`config.mk`:
```
export PLATFORM = sky130hd
export DESIGN_NAME = gpio_bank
export DESIGN_NICKNAME = d
export VERILOG_FILES = /design/src/rtl/gpio_bank_pkg.sv /design/src/rtl/gpio_bank_decode.sv /design/src/rtl/gpio_bank_word.sv /design/src/rtl/gpio_bank.sv
export SDC_FILE = /design/constraint.sdc
export NUM_CORES = 1
export LEC_CHECK = 0
export CAP_MARGIN = 20
export CORE_UTILIZATION = 38
export DETAILED_ROUTE_END_ITERATION = 8
export PLACE_DENSITY = 0.6
export SYNTH_ARGS = -nofsm -noshare
export SYNTH_HDL_FRONTEND = slang
export SYNTH_HIERARCHICAL = 1
export SYNTH_SLANG_ARGS = --single-unit
```
`constraint.sdc`:
```
create_clock -name clk -period 3.4 [get_ports clk]
set_clock_uncertainty 0.05 [all_clocks]
set_input_delay 0.68 -clock clk [delete_from_list [all_inputs] [get_ports clk]]
set_output_delay 0.68 -clock clk [all_outputs]
set_load 0.01 [all_outputs]
```
`src/rtl/gpio_bank_pkg.sv`:
```
package gpio_bank_pkg;

    // Kind of access a bus address selects.
    typedef enum logic [1:0] {
        ACC_NONE  = 2'd0,
        ACC_PLAIN = 2'd1,
        ACC_SET   = 2'd2,
        ACC_CLR   = 2'd3
    } acc_kind_e;

    // Words per register group: plain/set/clear for low and high, plus one reserved.
    localparam int GROUP_STRIDE = 7;
    localparam int NUM_GROUPS   = 2;
    localparam int NUM_HALVES   = 2;
    localparam int MAPPED_WORDS = GROUP_STRIDE * NUM_GROUPS;

endpackage

```
`src/rtl/gpio_bank_decode.sv`:
```
module gpio_bank_decode
    import gpio_bank_pkg::*;
#(
    parameter int ADDR_W = 4
) (
    input  logic [ADDR_W-1:0] addr,
    output acc_kind_e         kind,
    output logic              grp,
    output logic              half
);

    int idx;
    int sub;

    always_comb begin
        idx  = int'(addr);
        kind = ACC_NONE;
        grp  = 1'b0;
        half = 1'b0;
        sub  = GROUP_STRIDE - 1;
        if (idx < MAPPED_WORDS) begin
            grp = (idx >= GROUP_STRIDE);
            sub = grp ? (idx - GROUP_STRIDE) : idx;
        end
        case (sub)
            0: begin kind = ACC_PLAIN; half = 1'b0; end
            1: begin kind = ACC_SET;   half = 1'b0; end
            2: begin kind = ACC_CLR;   half = 1'b0; end
            3: begin kind = ACC_PLAIN; half = 1'b1; end
            4: begin kind = ACC_SET;   half = 1'b1; end
            5: begin kind = ACC_CLR;   half = 1'b1; end
            default: begin kind = ACC_NONE; half = 1'b0; end
        endcase
    end

endmodule

```
`src/rtl/gpio_bank_word.sv`:
```
module gpio_bank_word #(
    parameter int W = 32
) (
    input  logic         clk,
    input  logic         rst_n,
    input  logic         wr_plain,
    input  logic         wr_set,
    input  logic         wr_clr,
    input  logic [W-1:0] wdata,
    output logic [W-1:0] q
);

    logic [W-1:0] q_next;

    // Clear is applied last, so it dominates any set of the same bit.
    always_comb begin
        q_next = wr_plain ? wdata : q;
        if (wr_set) q_next = q_next | wdata;
        if (wr_clr) q_next = q_next & ~wdata;
    end

    always_ff @(posedge clk or negedge rst_n) begin
        if (!rst_n) q <= '0;
        else        q <= q_next;
    end

    AST_PLAIN_LOADS: assert property (@(posedge clk) disable iff (!rst_n)
        (wr_plain && !wr_set && !wr_clr) |=> (q == $past(wdata)));

    AST_SET_KEEPS_ONES: assert property (@(posedge clk) disable iff (!rst_n)
        (wr_set && !wr_plain && !wr_clr) |=> ((q & $past(q)) == $past(q)));

    AST_CLR_ADDS_NONE: assert property (@(posedge clk) disable iff (!rst_n)
        (wr_clr && !wr_plain && !wr_set) |=> ((q & ~$past(q)) == '0));

endmodule

```
`src/rtl/gpio_bank.sv`:
```
module gpio_bank
    import gpio_bank_pkg::*;
#(
    parameter int NUM_PINS = 57,
    parameter int DATA_W   = 32,
    parameter int ADDR_W   = 4
) (
    input  logic                clk,
    input  logic                rst_n,
    input  logic [ADDR_W-1:0]   bus_addr,
    input  logic                bus_we,
    input  logic [DATA_W-1:0]   bus_wdata,
    output logic [DATA_W-1:0]   bus_rdata,
    output logic [NUM_PINS-1:0] pad_out,
    output logic [NUM_PINS-1:0] pad_oe
);

    localparam int LO_W = DATA_W;
    localparam int HI_W = NUM_PINS - DATA_W;

    acc_kind_e acc_kind;
    logic      acc_grp;
    logic      acc_half;

    gpio_bank_decode #(.ADDR_W(ADDR_W)) u_decode (
        .addr (bus_addr),
        .kind (acc_kind),
        .grp  (acc_grp),
        .half (acc_half)
    );

    // word_q[group][half], zero-extended to the bus width.
    logic [DATA_W-1:0] word_q [NUM_GROUPS][NUM_HALVES];

    for (genvar g = 0; g < NUM_GROUPS; g++) begin : g_group
        for (genvar h = 0; h < NUM_HALVES; h++) begin : g_half
            localparam int W = (h == 0) ? LO_W : HI_W;
            logic         hit;
            logic [W-1:0] q;
            logic [DATA_W-1:0] ext;

            assign hit = bus_we && (acc_grp == g[0]) && (acc_half == h[0]);

            gpio_bank_word #(.W(W)) u_word (
                .clk      (clk),
                .rst_n    (rst_n),
                .wr_plain (hit && (acc_kind == ACC_PLAIN)),
                .wr_set   (hit && (acc_kind == ACC_SET)),
                .wr_clr   (hit && (acc_kind == ACC_CLR)),
                .wdata    (bus_wdata[W-1:0]),
                .q        (q)
            );

            always_comb begin
                ext        = '0;
                ext[W-1:0] = q;
            end
            assign word_q[g][h] = ext;
        end
    end

    assign pad_out = {word_q[0][1][HI_W-1:0], word_q[0][0]};
    assign pad_oe  = {word_q[1][1][HI_W-1:0], word_q[1][0]};

    always_comb begin
        bus_rdata = '0;
        if (acc_kind == ACC_PLAIN) bus_rdata = word_q[acc_grp][acc_half];
    end

    AST_IDLE_HOLDS: assert property (@(posedge clk) disable iff (!rst_n)
        !bus_we |=> ($stable(pad_out) && $stable(pad_oe)));

    AST_SET_NEVER_LOWERS: assert property (@(posedge clk) disable iff (!rst_n)
        (bus_we && acc_kind == ACC_SET) |=>
        ((($past(pad_out) & ~pad_out) == '0) && (($past(pad_oe) & ~pad_oe) == '0)));

    AST_CLR_NEVER_RAISES: assert property (@(posedge clk) disable iff (!rst_n)
        (bus_we && acc_kind == ACC_CLR) |=>
        (((pad_out & ~$past(pad_out)) == '0) && ((pad_oe & ~$past(pad_oe)) == '0)));

    AST_ALIAS_READS_ZERO: assert property (@(posedge clk) disable iff (!rst_n)
        (acc_kind != ACC_PLAIN) |-> (bus_rdata == '0));

    AST_HIGH_TOP_ZERO: assert property (@(posedge clk) disable iff (!rst_n)
        (acc_kind == ACC_PLAIN && acc_half) |-> (bus_rdata[DATA_W-1:HI_W] == '0));

    AST_OUT_SPARES_OE: assert property (@(posedge clk) disable iff (!rst_n)
        (bus_we && !acc_grp) |=> $stable(pad_oe));

    AST_OE_SPARES_OUT: assert property (@(posedge clk) disable iff (!rst_n)
        (bus_we && acc_grp) |=> $stable(pad_out));

    AST_DEAD_WORD_INERT: assert property (@(posedge clk) disable iff (!rst_n)
        (bus_we && acc_kind == ACC_NONE) |=> ($stable(pad_out) && $stable(pad_oe)));

endmodule

```
After elaboration in Yosys (flattened, before gate mapping)
Cells that the tools add are included.
{ "word_totals": {"reg_bits": 114, "input_bits": 39, "output_inout_bits": 146, "elab_cells": 78} }
{ "classes": {"addsub": 1, "magnitude_cmp": 4, "n_eq_ne": 8, "mux": 24, "bitwise_logic": 14, "reduce_logical": 23} }
{ "op_table": {"columns": ["cell", "count"], "rows": [
  ["$mux 32", 12],
  ["$mux 64", 3],
  ["$mux 25", 6],
  ["$and 32x32->32", 2],
  ["$eq 32x2->1 const B", 2],
  ["$eq 32x3->1 const B", 2],
  ["$or 32x32->32", 2],
  ["$and 25x25->25", 2],
  ["$or 25x25->25", 2],
  ["$eq 32x1->1 const B", 1],
  ["$logic_not 32->1", 1],
  ["$not 32->32", 1],
  ["$not 25->25", 1],
  ["$logic_and 1x1->1", 18],
  ["$pmux 2 s3", 1],
  ["$reduce_or 2->1", 3],
  ["$sub 4x3->5 const B", 1],
  ["$eq 2x2->1 const B", 2],
  ["$ge 2x2->1 const B", 2],
  ["$ge 4x3->1 const B", 1],
  ["$lt 4x4->1 const B", 1],
  ["$not 1->2", 2],
  ["$reduce_or 3->1", 1],
  ["$eq 2x1->1 const B", 1],
  ["2 further kinds", 4]
]} }

Longest topological paths before layout
Gate-level depths: netlist of the first run.
{ "logic_depth": {"word_depth": 14, "mapped_depth": 14, "mapped_depth_nobuf": 9} }

Cells and area by module
The synthesis of the first run kept the hierarchy.
{ "by_module_without_submodules": {"columns": ["mod", "n_inst", "cells_each", "area_per_inst_um2", "seq_area_each_um2"], "rows": [
  ["gpio_bank_word (g_group[0].g_half[0].u_word ...)", 2, 173, 1731.7, 800.8],
  ["gpio_bank_word (g_group[0].g_half[1].u_word ...)", 2, 135, 1306.3, 625.6],
  ["gpio_bank", 1, 126, 1089.8, 0.0],
  ["gpio_bank_decode", 1, 44, 304.0, 0.0]
]} }

Least setup slack after synthesis of the first run
Ideal clock, no wire load.
{ "synth_timing": {"kind": "input to output", "start": "in bus_addr[0]", "end": "out bus_rdata[24]", "arrival_time_ns": 2.458, "t_required_ns": 2.670, "setup_slack_ns": 0.212, "stages": 8, "path_buffers": 2, "cell_sequence": "ha_1 buf_2 and4_1 o31ai_1 nand3_1 nand3b_1 buf_2 o22ai_1"} }
{ "synth_between": {"elab_cells_between_ends": 28, "classes_between": "1 x add/sub; 2 x order compare; 6 x eq/ne; 12 x mux; 2 x bitwise; 5 x reduce/logical"} }
{ "synth_rtl": {"columns": ["element", "line", "text"], "rows": [
  ["start: declaration", "gpio_bank.sv:10", "input logic [ADDR_W-1:0] bus_addr,"],
  ["$sub 4x3->5 / $ge 4x3->1 (equally long branches)", "gpio_bank_decode.sv:23, gpio_bank_decode.sv:22", null],
  ["$mux 32", "gpio_bank_decode.sv:23", "sub = grp ? (idx - GROUP_STRIDE) : idx;"],
  ["$mux 32 (*)", "gpio_bank_decode.sv:21", "if (idx < MAPPED_WORDS) begin"],
  ["$eq 32x2->1, or another cell as far along", "gpio_bank_decode.sv:25", "case (sub)"],
  ["$reduce_or 2->1 (no line)", null, null],
  ["$pmux 2 s3 (*)", "gpio_bank_decode.sv:25", null],
  ["named net acc_kind[1]", "gpio_bank.sv:21", "acc_kind_e acc_kind;"],
  ["$eq 2x1->1 (*)", "gpio_bank.sv:67", "if (acc_kind == ACC_PLAIN) bus_rdata = word_q[acc_grp][acc_half];"],
  ["$mux 32 (*)", "gpio_bank.sv:67", null],
  ["end: declaration", "gpio_bank.sv:13", "output logic [DATA_W-1:0] bus_rdata,"]
]} }
Mark *: on every way through the listed nets, which the timed path passes. The rest lies on a longest branch. The select of a mux whose other input is x is not followed.

Worst setup path in the final report of the first run
{ "layout_timing": {"start": "in bus_addr[1]", "end": "out bus_rdata[13]"} }
{ "layout_between": {"elab_chain_cells": 11, "elab_cells_between_ends": 28, "classes_between": "1 x add/sub; 2 x order compare; 6 x eq/ne; 12 x mux; 2 x bitwise; 5 x reduce/logical"} }
{ "layout_rtl": {"columns": ["element", "line", "text"], "rows": [
  ["$sub 4x3->5 / $ge 4x3->1 (equally long branches)", "gpio_bank_decode.sv:23, gpio_bank_decode.sv:22", null],
  ["$mux 32", "gpio_bank_decode.sv:23", null],
  ["$mux 32 (*)", "gpio_bank_decode.sv:21", null],
  ["$eq 32x2->1 / $eq 32x3->1 (equally long branches)", "gpio_bank_decode.sv:25", null],
  ["$reduce_or 3->1 (no line) (*)", null, null],
  ["$mux 1 (*)", "gpio_bank_decode.sv:25", null],
  ["named net acc_half", "gpio_bank.sv:23", "logic acc_half;"],
  ["$not 1->2 (implied by the code) (*)", "gpio_bank.sv:67", null],
  ["$mux 32 (implied by the code) (*) (3 in a row)", "gpio_bank.sv:67", null],
  ["$mux 32 (*)", "gpio_bank.sv:67", null]
]} }
Marked as above.

==> results of run 1 <==
-- final timing paths --
path	to	slack, ns	depth (start not counted)
setup / recovery	bus_rdata[13]	0.02	12
hold / removal	g_group[0].g_half[0].u_word/q[2]$_DFF_PN0_	0.17	1
setup reg to reg	g_group[0].g_half[0].u_word/q[30]$_DFF_PN0_	2.38	2
hold reg to reg	g_group[0].g_half[0].u_word/q[1]$_DFF_PN0_	0.50	2
max in group asynchronous	g_group[0].g_half[0].u_word/q[10]$_DFF_PN0_	2.28	2
min in group clk	g_group[0].g_half[0].u_word/q[1]$_DFF_PN0_	0.50	2
-- Yosys cell counts, types with 3 or more instances --
| cell type | count |
|---|---|
| a21oi_1 | 7 |
| a221oi_1 | 80 |
| a221oi_2 | 30 |
| buf_1 | 4 |
| buf_2 | 32 |
| buf_6 | 23 |
| clkbuf_1 | 4 |
| dfrtp_1 | 114 |
| inv_1 | 114 |
| mux2i_1 | 58 |
| nand2_1 | 5 |
| nand2b_1 | 6 |
| nand3_1 | 4 |
| nand3b_1 | 3 |
| nor2_1 | 16 |
| nor2b_1 | 110 |
| nor3_1 | 13 |
| o21ai_0 | 100 |
| o21ai_1 | 12 |
| o22ai_1 | 7 |
| o22ai_2 | 20 |
| or3b_1 | 6 |
-- power by group through the flow --
| stage | clock, uW | combinational [uW] | sequential, uW |
|---|---|---|---|
| detailed placement | 0 | 3540 | 2610 |
| CTS | 1830 | 3560 | 2610 |
| global route | 1900 | 3910 | 2750 |
| global placement | 0 | 3510 | 2610 |
| finish | 1800 | 3640 | 2650 |
| floorplan | 0 | 1360 | 2770 |
-- per-layer routing --
layer	vias up	GRT usage	wire length, um
met4	0	0.0617	190
met5	-	0	0
met2	223	0.364	11100
met3	14	0.0532	1350
met1	3313	0.313	10600
li1	3259	-	-
-- stage by stage --
step	hold slack [ns]	instances
final	0.173	1272
after detailed placement	0.489	1214
after global routing	0.195	1272
after floorplan	0.334	786
after global placement	0.490	1214
after CTS	0.178	1267
-- final cells by class --
type | count | area share
well taps | 260 | 0.0301
clock buffers | 18 | 0.0406
multi-input cells | 491 | 0.367
repair buffers | 260 | 0.244
flip-flops and latches | 114 | 0.264
clock inverters | 14 | 0.0143
inverters | 115 | 0.0401
-- cells by family (layout without fill, tap and decap cells) --
family                   Yosys count  in the layout  share of synthesized area
XOR/XNOR                           1              1                    0.00117
AND/OR/NAND/NOR                  167            167                      0.135
multiplexers                      58             58                     0.0777
adder cells (fa/ha/maj)            1              1                    0.00167
flip-flops                       114            114                      0.382
AO/OA/AOI/OAI                    264            264                      0.282
buffers and inverters            181            407                      0.121
-- timing repair --
action | 4_1_cts | 5_1_grt
gates cloned | 1 | 2
setup buffers | 21 | 4
resized for setup | 143 | 52
pin swaps | 13 | 8
endpoints found under the setup margin | 96 | 36
==> impl_metrics.env, run 1 <==
export IMPL_fin_area_mm2=0.0108
export IMPL_crit_buf_inv=5
export IMPL_worst_path_dominant_cell_family="buffers and inverters"
export IMPL_p_seq_frac=0.327
export IMPL_pwr_share_comb=0.450
export IMPL_slew_headroom=0.260
export IMPL_final_util=0.571
export IMPL_grt_max_degree=83
export IMPL_cts_htree_levels=4
export IMPL_vias=6809
export IMPL_synth_edf_count=0
export IMPL_crit_path_end_kind="output port"
export IMPL_period_needed_ns=3.38
export IMPL_crit_slowest_cell="o221ai_4"
export IMPL_seq_area_mm2=0.00285
export IMPL_io_pins=185
export IMPL_p_sw_frac=0.353
export IMPL_hp_class="input port to asynchronous set/reset pin"
export IMPL_multi_input_area_mm2=0.00398
export IMPL_synth_ff_type="dfrtp_1"
export IMPL_cp_arrival_ns=2.65
export IMPL_drtPass1Iterations=5
export IMPL_wl_um=23300
export IMPL_vias_per_cell=5.35
export IMPL_die_area_mm2=0.0202
export IMPL_cts_buffers=17
export IMPL_crit_start="bus_addr[1]"
export IMPL_timing_final_ws_setup_ns=0.0240
export IMPL_largest_reg_flops=114
export IMPL_core_area_mm2=0.0190
export IMPL_start_util=0.394
export IMPL_synthToLayoutAreaGrowth_pct=44.9
export IMPL_ys_seq_elements=114
export IMPL_cts_tree="built"
export IMPL_die_w_um=142
export IMPL_setup_tns_ns=0
export IMPL_post_dp_hpwl_um=14700
export IMPL_layout_cells_most_common_list="clkdlybuf4s50_1 (147), inv_1 (114), dfrtp_1 (114)"
export IMPL_nets=1039
export IMPL_status="finished, final reports clean"
export IMPL_fp_row_count=50
export IMPL_drt_wirelength_per_cell_um=18.3
export IMPL_grt_pass1_vias=6150
export IMPL_power_uw=8090
export IMPL_clkTransAtPathRegs_ns=0.06
export IMPL_grt_util_all_layers=0.230
export IMPL_diodes=0
export IMPL_fillers=1642
export IMPL_synth_avg_cell_area_um2=9.50
export IMPL_grt_pass1_wl_um=35600
export IMPL_drv_cap=0
export IMPL_portBuffers=184
export IMPL_path_cells="buf_8, ha_4, buf_6, nand2b_4, mux2i_1, nand2_1, o221ai_4, buf_12, buf_6, mux2i_1, o22ai_2, buf_2"
export IMPL_switchingPower_uw=2850
export IMPL_place_gp_congestion=0.788
export IMPL_critPathKind="input port to output port"
export IMPL_timing_final_crit_share=0.993
export IMPL_r2r_start="g_group[0].g_half[0].u_word/q[30]$_DFF_PN0_"
export IMPL_clk_latency_ns=0.41
export IMPL_syn_inst=786
export IMPL_synthArstFlopShare=1.00
export IMPL_yosysTopAreaCell="dfrtp_1"
export IMPL_peakVddDrop_mv=0.417
export IMPL_layout_drive_gt1_share=0.232
export IMPL_startpoint_type="input port"
export IMPL_reg_top3="g_group.g_half.u_word/q: 114 flops"
export IMPL_antenna_found_initial=0
export IMPL_leakagePower_uw=0.00459
export IMPL_maxSlewViolCount=0
export IMPL_hold_viol=0
export IMPL_holdBufCountCts=0
export IMPL_netlist_area_mm2=0.00747
export IMPL_synth_top_area_frac=0.382
export IMPL_gr_total_overflow=0
export IMPL_cts_root_buf="clkbuf_16"
export IMPL_postPlaceCellArea_mm2=0.00988
export IMPL_drc=0
export IMPL_final_setup_viol_count=0
export IMPL_synth_fp_nets=826
export IMPL_regMostFlops="g_group.g_half.u_word/q"
export IMPL_yosys_top_cells_area="dfrtp_1 (38%), a221oi_1 (9.4%), nor2b_1 (9.2%)"
export IMPL_intPower_uw=5240
export IMPL_worst_slew_pin_slew_ns=1.11
export IMPL_die_h_um=142
export IMPL_grt_setup_unrepaired="true"
export IMPL_yosysWarnings=6
export IMPL_ant_nets=0
export IMPL_layout_commonest_cell="clkdlybuf4s50_1"
export IMPL_fmax_mhz=296
export IMPL_drtIter0Drc=486
export IMPL_clk_path_buf_depth=2
export IMPL_cts_sinks=114
export IMPL_p_clk_frac=0.223
export IMPL_cp_max_fo=6
export IMPL_ys_types=36
export IMPL_powerDensity_mw_per_mm2=747
export IMPL_place_ws_ns=-0.863
export IMPL_cpPeakStageDelay_ns=0.37
export IMPL_ys_seq_area_frac=0.382
export IMPL_required_ns=2.67
Power figures use the tool's default switching activity.
==> run 2: changes to the inputs <==
- CAP_MARGIN: 20 -> 10
- clock period: 3.4 -> 4.1 ns (I/O delays scaled with it)
==> impl_metrics.env, run 2 (synthesis results as in run 1) <==
export IMPL_status="finished, final reports clean"
export IMPL_fmax_mhz=250
export IMPL_io_pins=185
export IMPL_layout_cells_most_common_list="clkdlybuf4s50_1 (148), inv_1 (114), dfrtp_1 (114)"
export IMPL_cts_root_buf="clkbuf_16"
export IMPL_die_w_um=142
export IMPL_critPathKind="input port to output port"
export IMPL_core_area_mm2=0.0190
export IMPL_drv_cap=0
export IMPL_setup_tns_ns=0
export IMPL_grt_max_degree=65
export IMPL_reg_top3="g_group.g_half.u_word/q: 114 flops"
export IMPL_peakVddDrop_mv=0.316
export IMPL_synthToLayoutAreaGrowth_pct=43.5
export IMPL_nets=1028
export IMPL_die_h_um=142
export IMPL_vias_per_cell=5.37
export IMPL_crit_path_end_kind="output port"
export IMPL_maxSlewViolCount=0
export IMPL_hold_viol=0
export IMPL_clk_latency_ns=0.41
export IMPL_drtPass1Iterations=5
export IMPL_power_uw=6800
export IMPL_ff2ff_setup_slack_ns=3.07
export IMPL_drt_wirelength_per_cell_um=18.6
export IMPL_post_dp_hpwl_um=14600
export IMPL_slew_headroom=0.201
export IMPL_cp_max_fo=6
export IMPL_drtIter0Drc=425
export IMPL_multi_input_area_mm2=0.00395
export IMPL_final_cells=1261
export IMPL_crit_slowest_cell="or3b_4"
export IMPL_fillers=1683
export IMPL_postPlaceCellArea_mm2=0.00981
export IMPL_die_area_mm2=0.0202
export IMPL_regMostFlops="g_group.g_half.u_word/q"
export IMPL_startpoint_type="input port"
export IMPL_drc=0
export IMPL_gr_total_overflow=0
export IMPL_clk_path_buf_depth=2
export IMPL_path_cells="dlygate4sd2_1, ha_4, buf_4, and4_1, o31ai_1, nand3_1, buf_4, or3b_4, buf_4, nor2_1, dlygate4sd2_1"
export IMPL_period_needed_ns=4.00
export IMPL_fin_area_mm2=0.0107
export IMPL_path_common_cell="buf_4"
export IMPL_grt_pass1_wl_um=36500
export IMPL_layout_commonest_cell="clkdlybuf4s50_1"
export IMPL_final_setup_viol_count=0
export IMPL_cts_htree_levels=4
export IMPL_fp_row_count=50
export IMPL_required_ns=3.23
export IMPL_cts_tree="built"
export IMPL_leakagePower_uw=0.00456
export IMPL_ff2ff_path_depth=2
export IMPL_cts_sinks=114
export IMPL_place_gp_congestion=0.813
export IMPL_largest_reg_flops=114
export IMPL_grt_setup_unrepaired="true"
export IMPL_wl_um=23500
export IMPL_ant_nets=0
export IMPL_vias=6772
export IMPL_place_inst=1211
export IMPL_antenna_found_initial=0
export IMPL_diodes=0
export IMPL_hp_class="input port to asynchronous set/reset pin"
export IMPL_grt_pass1_vias=6165
export IMPL_cts_buffers=17
export IMPL_worst_slew_pin_slew_ns=1.19
export IMPL_cp_arrival_ns=3.13
export IMPL_timing_final_crit_share=0.975
export IMPL_seq_area_mm2=0.00285
export IMPL_grt_util_all_layers=0.237
export IMPL_cpPeakStageDelay_ns=0.44
export IMPL_portBuffers=184
export IMPL_layout_drive_gt1_share=0.192
export IMPL_final_util=0.565
export IMPL_powerDensity_mw_per_mm2=634
export IMPL_clkTransAtPathRegs_ns=0.06
export IMPL_start_util=0.394
## run 2: cell count changes in the layout (fill, tap and decap cells not counted), sizes merged
cell / delta
buf: -35
bufinv: +2
clkbuf: +4
clkdlybuf4s15: +2
clkdlybuf4s50: +1
clkinv: +1
clkinvlp: -3
dlygate4sd2: +21
inv: -4
## run 2: power by group
part | leakage, uW | total (uW) | switching [uW] | internal, uW
Sequential | 0.00127 | 2210 | 546 | 1660
Combinational | 0.00298 | 3000 | 1240 | 1760
Clock | 0.000306 | 1590 | 530 | 1060
Total | 0.00456 | 6800 | 2320 | 4480
## run 2: worst paths after layout
kind | startpoint | to
worst min register to register | g_group[0].g_half[0].u_word/q[1]$_DFF_PN0_ | g_group[0].g_half[0].u_word/q[1]$_DFF_PN0_
worst max-delay path | bus_addr[0] | bus_rdata[27]
worst min-delay path | rst_n | g_group[0].g_half[0].u_word/q[1]$_DFF_PN0_
min in group clk | g_group[0].g_half[0].u_word/q[1]$_DFF_PN0_ | g_group[0].g_half[0].u_word/q[1]$_DFF_PN0_
worst max register to register | g_group[0].g_half[0].u_word/q[30]$_DFF_PN0_ | g_group[0].g_half[0].u_word/q[30]$_DFF_PN0_
max in group asynchronous | rst_n | g_group[1].g_half[1].u_word/q[8]$_DFF_PN0_
## run 2: area by class of cell
type	instances	area share
well taps	260	0.0304
clock buffers	22	0.0442
repair buffers	249	0.235
inverters	115	0.0405
multi-input cells	491	0.369
flip-flops and latches	114	0.266
clock inverters	10	0.0145
## run 2: metrics by stage
step / hold WS (ns) / worst slack (ns)
after floorplan: 0.474 / 0.632
after global placement: 0.487 / -0.407
after detailed placement: 0.493 / -0.430
after CTS: 0.442 / 0.00306
after global routing: 0.473 / -0.0256
final: 0.428 / 0.102
## run 2: repair_timing
item | CTS | global route
pin swaps | 5 | 4
endpoints found under the setup margin | 32 | 24
buffers inserted | 17 | 3
hold buffers | 0 | 0
gates cloned | 2 | 0
gates resized for setup | 65 | 32
## run 2: critical path, delay by kind of cell
family | cells | cell delay (ns)
simple gates | 4 | 0.84
compound gates | 1 | 0.20
buf+inv | 5 | 1.02
fa+ha+maj | 1 | 0.25
## run 2: routing by layer
metal | global-route usage | vias up | wire, um
li1 | - | 3241 | -
met1 | 0.326 | 3342 | 11100
met3 | 0.0555 | 14 | 1120
met2 | 0.383 | 175 | 11200
met4 | 0.0402 | 0 | 145
met5 | 0 | - | 0
==> run 3: changes to the inputs <==
- PLACE_DENSITY: 0.6 -> 0.62
==> impl_metrics.env, run 3 (synthesis results as in run 1) <==
export IMPL_status="finished, final reports clean"
export IMPL_crit_path_end_kind="output port"
export IMPL_holdBufCountCts=0
export IMPL_wl_um=22300
export IMPL_regMostFlops="g_group.g_half.u_word/q"
export IMPL_r2r_start="g_group[0].g_half[0].u_word/q[30]$_DFF_PN0_"
export IMPL_grt_pass1_vias=6180
export IMPL_largest_reg_flops=114
export IMPL_fp_row_count=50
export IMPL_power_uw=6780
export IMPL_ant_nets=0
export IMPL_reg_top3="g_group.g_half.u_word/q: 114 flops"
export IMPL_clk_latency_ns=0.42
export IMPL_post_dp_hpwl_um=14700
export IMPL_timing_final_crit_share=0.980
export IMPL_antenna_found_initial=0
export IMPL_powerDensity_mw_per_mm2=636
export IMPL_place_ws_ns=-0.440
export IMPL_drtIter0Drc=450
export IMPL_reg2reg_to="g_group[0].g_half[0].u_word/q[30]$_DFF_PN0_"
export IMPL_nets=1029
export IMPL_start_util=0.394
export IMPL_diodes=0
export IMPL_cp_arrival_ns=3.15
export IMPL_seq_area_mm2=0.00285
export IMPL_cts_htree_levels=4
export IMPL_gr_total_overflow=0
export IMPL_hold_viol=0
export IMPL_peakVddDrop_mv=0.335
export IMPL_multi_input_area_mm2=0.00385
export IMPL_core_area_mm2=0.0190
export IMPL_cp_max_fo=8
export IMPL_required_ns=3.23
export IMPL_final_setup_viol_count=0
export IMPL_critPathKind="input port to output port"
export IMPL_maxSlewViolCount=0
export IMPL_leakagePower_uw=0.00468
export IMPL_cts_tree="built"
export IMPL_cts_root_buf="clkbuf_16"
export IMPL_period_needed_ns=4.02
export IMPL_vias_per_cell=5.35
export IMPL_io_pins=185
export IMPL_path_cells="dlygate4sd2_1, ha_4, buf_4, buf_4, nand2_1, o22ai_1, nand3_1, o221ai_4, buf_4, or3b_4, buf_4, nor2_1, dlygate4sd2_1"
export IMPL_ff2ff_path_depth=2
export IMPL_fillers=1685
export IMPL_grt_setup_unrepaired="false"
export IMPL_layout_drive_gt1_share=0.175
export IMPL_grt_max_degree=63
export IMPL_worst_slew_pin_slew_ns=0.730
export IMPL_ff2ff_setup_slack_ns=3.09
export IMPL_die_w_um=142
export IMPL_crit_buf_inv=6
export IMPL_vias=6750
export IMPL_path_common_cell="buf_4"
export IMPL_grt_util_all_layers=0.225
export IMPL_crit_slowest_cell="or3b_4"
export IMPL_slew_headroom=0.514
export IMPL_layout_cells_most_common_list="clkdlybuf4s50_1 (148), inv_1 (114), dfrtp_1 (114)"
export IMPL_cpPeakStageDelay_ns=0.45
export IMPL_die_h_um=142
export IMPL_drc=0
export IMPL_clk_path_buf_depth=2
export IMPL_place_gp_congestion=0.818
export IMPL_layout_commonest_cell="clkdlybuf4s50_1"
export IMPL_postPlaceCellArea_mm2=0.00979
export IMPL_hp_class="input port to asynchronous set/reset pin"
export IMPL_cts_sinks=114
export IMPL_fin_area_mm2=0.0107
export IMPL_grt_pass1_wl_um=35100
export IMPL_startpoint_type="input port"
export IMPL_drt_wirelength_per_cell_um=17.7
export IMPL_die_area_mm2=0.0202
export IMPL_portBuffers=184
export IMPL_synthToLayoutAreaGrowth_pct=42.7
export IMPL_clkTransAtPathRegs_ns=0.05
export IMPL_drtPass1Iterations=6
export IMPL_fmax_mhz=249
export IMPL_worst_path_dominant_cell_family="buffers and inverters"
export IMPL_timing_final_ws_setup_ns=0.0805
export IMPL_cts_buffers=17
export IMPL_drv_cap=0
[run 3: what timing repair did]
action | CTS | global route
setup buffers | 7 | 3
pin swaps | 3 | 0
resized for setup | 47 | 16
gates cloned | 1 | 0
setup endpoints to repair | 32 | 13
[run 3: cell type report]
cell class | instances | area share
timing repair buffer | 250 | 0.236
clock inverter | 12 | 0.0214
sequential | 114 | 0.268
multi-input combinational | 491 | 0.362
tap | 260 | 0.0305
clock buffer | 20 | 0.0419
inverter | 115 | 0.0407
[run 3: power by group]
part / internal, uW / switching, uW / total, uW
Combinational: 1700 / 1200 / 2900
Clock: 1160 / 545 / 1700
Sequential: 1660 / 516 / 2180
[run 3: worst max-delay path by stage]
stage	slack, ns	cells past startpoint	from	to
2_1_floorplan	0.63	8	bus_addr[0]	bus_rdata[24]
3_3_place_gp	-0.40	11	bus_addr[0]	bus_rdata[23]
3_5_place_dp	-0.44	11	bus_addr[0]	bus_rdata[23]
4_1_cts	0.005	11	bus_addr[0]	bus_rdata[28]
5_1_grt	0.0003	13	bus_addr[0]	bus_rdata[26]
6_report	0.08	13	bus_addr[0]	bus_rdata[26]
[run 3: through the flow]
stage                     setup TNS (ns)  utilization  cells  hold slack [ns]
after global routing                   0        0.562   1262            0.460
after detailed placement          -13.60        0.517   1219            0.492
after CTS                              0        0.559   1259            0.427
after global placement            -11.50        0.517   1219            0.489
final                                  0        0.562   1262            0.412
after floorplan                        0            -    786            0.474
[run 3: metal layers]
metal	up-vias	track usage	wire [um]	part of all wire
li1	3229	-	-	-
met1	3310	0.304	10500	0.47
met2	193	0.365	10500	0.47
met3	18	0.0471	1140	0.051
met4	0	0.0617	246	0.011
met5	-	0	0	0
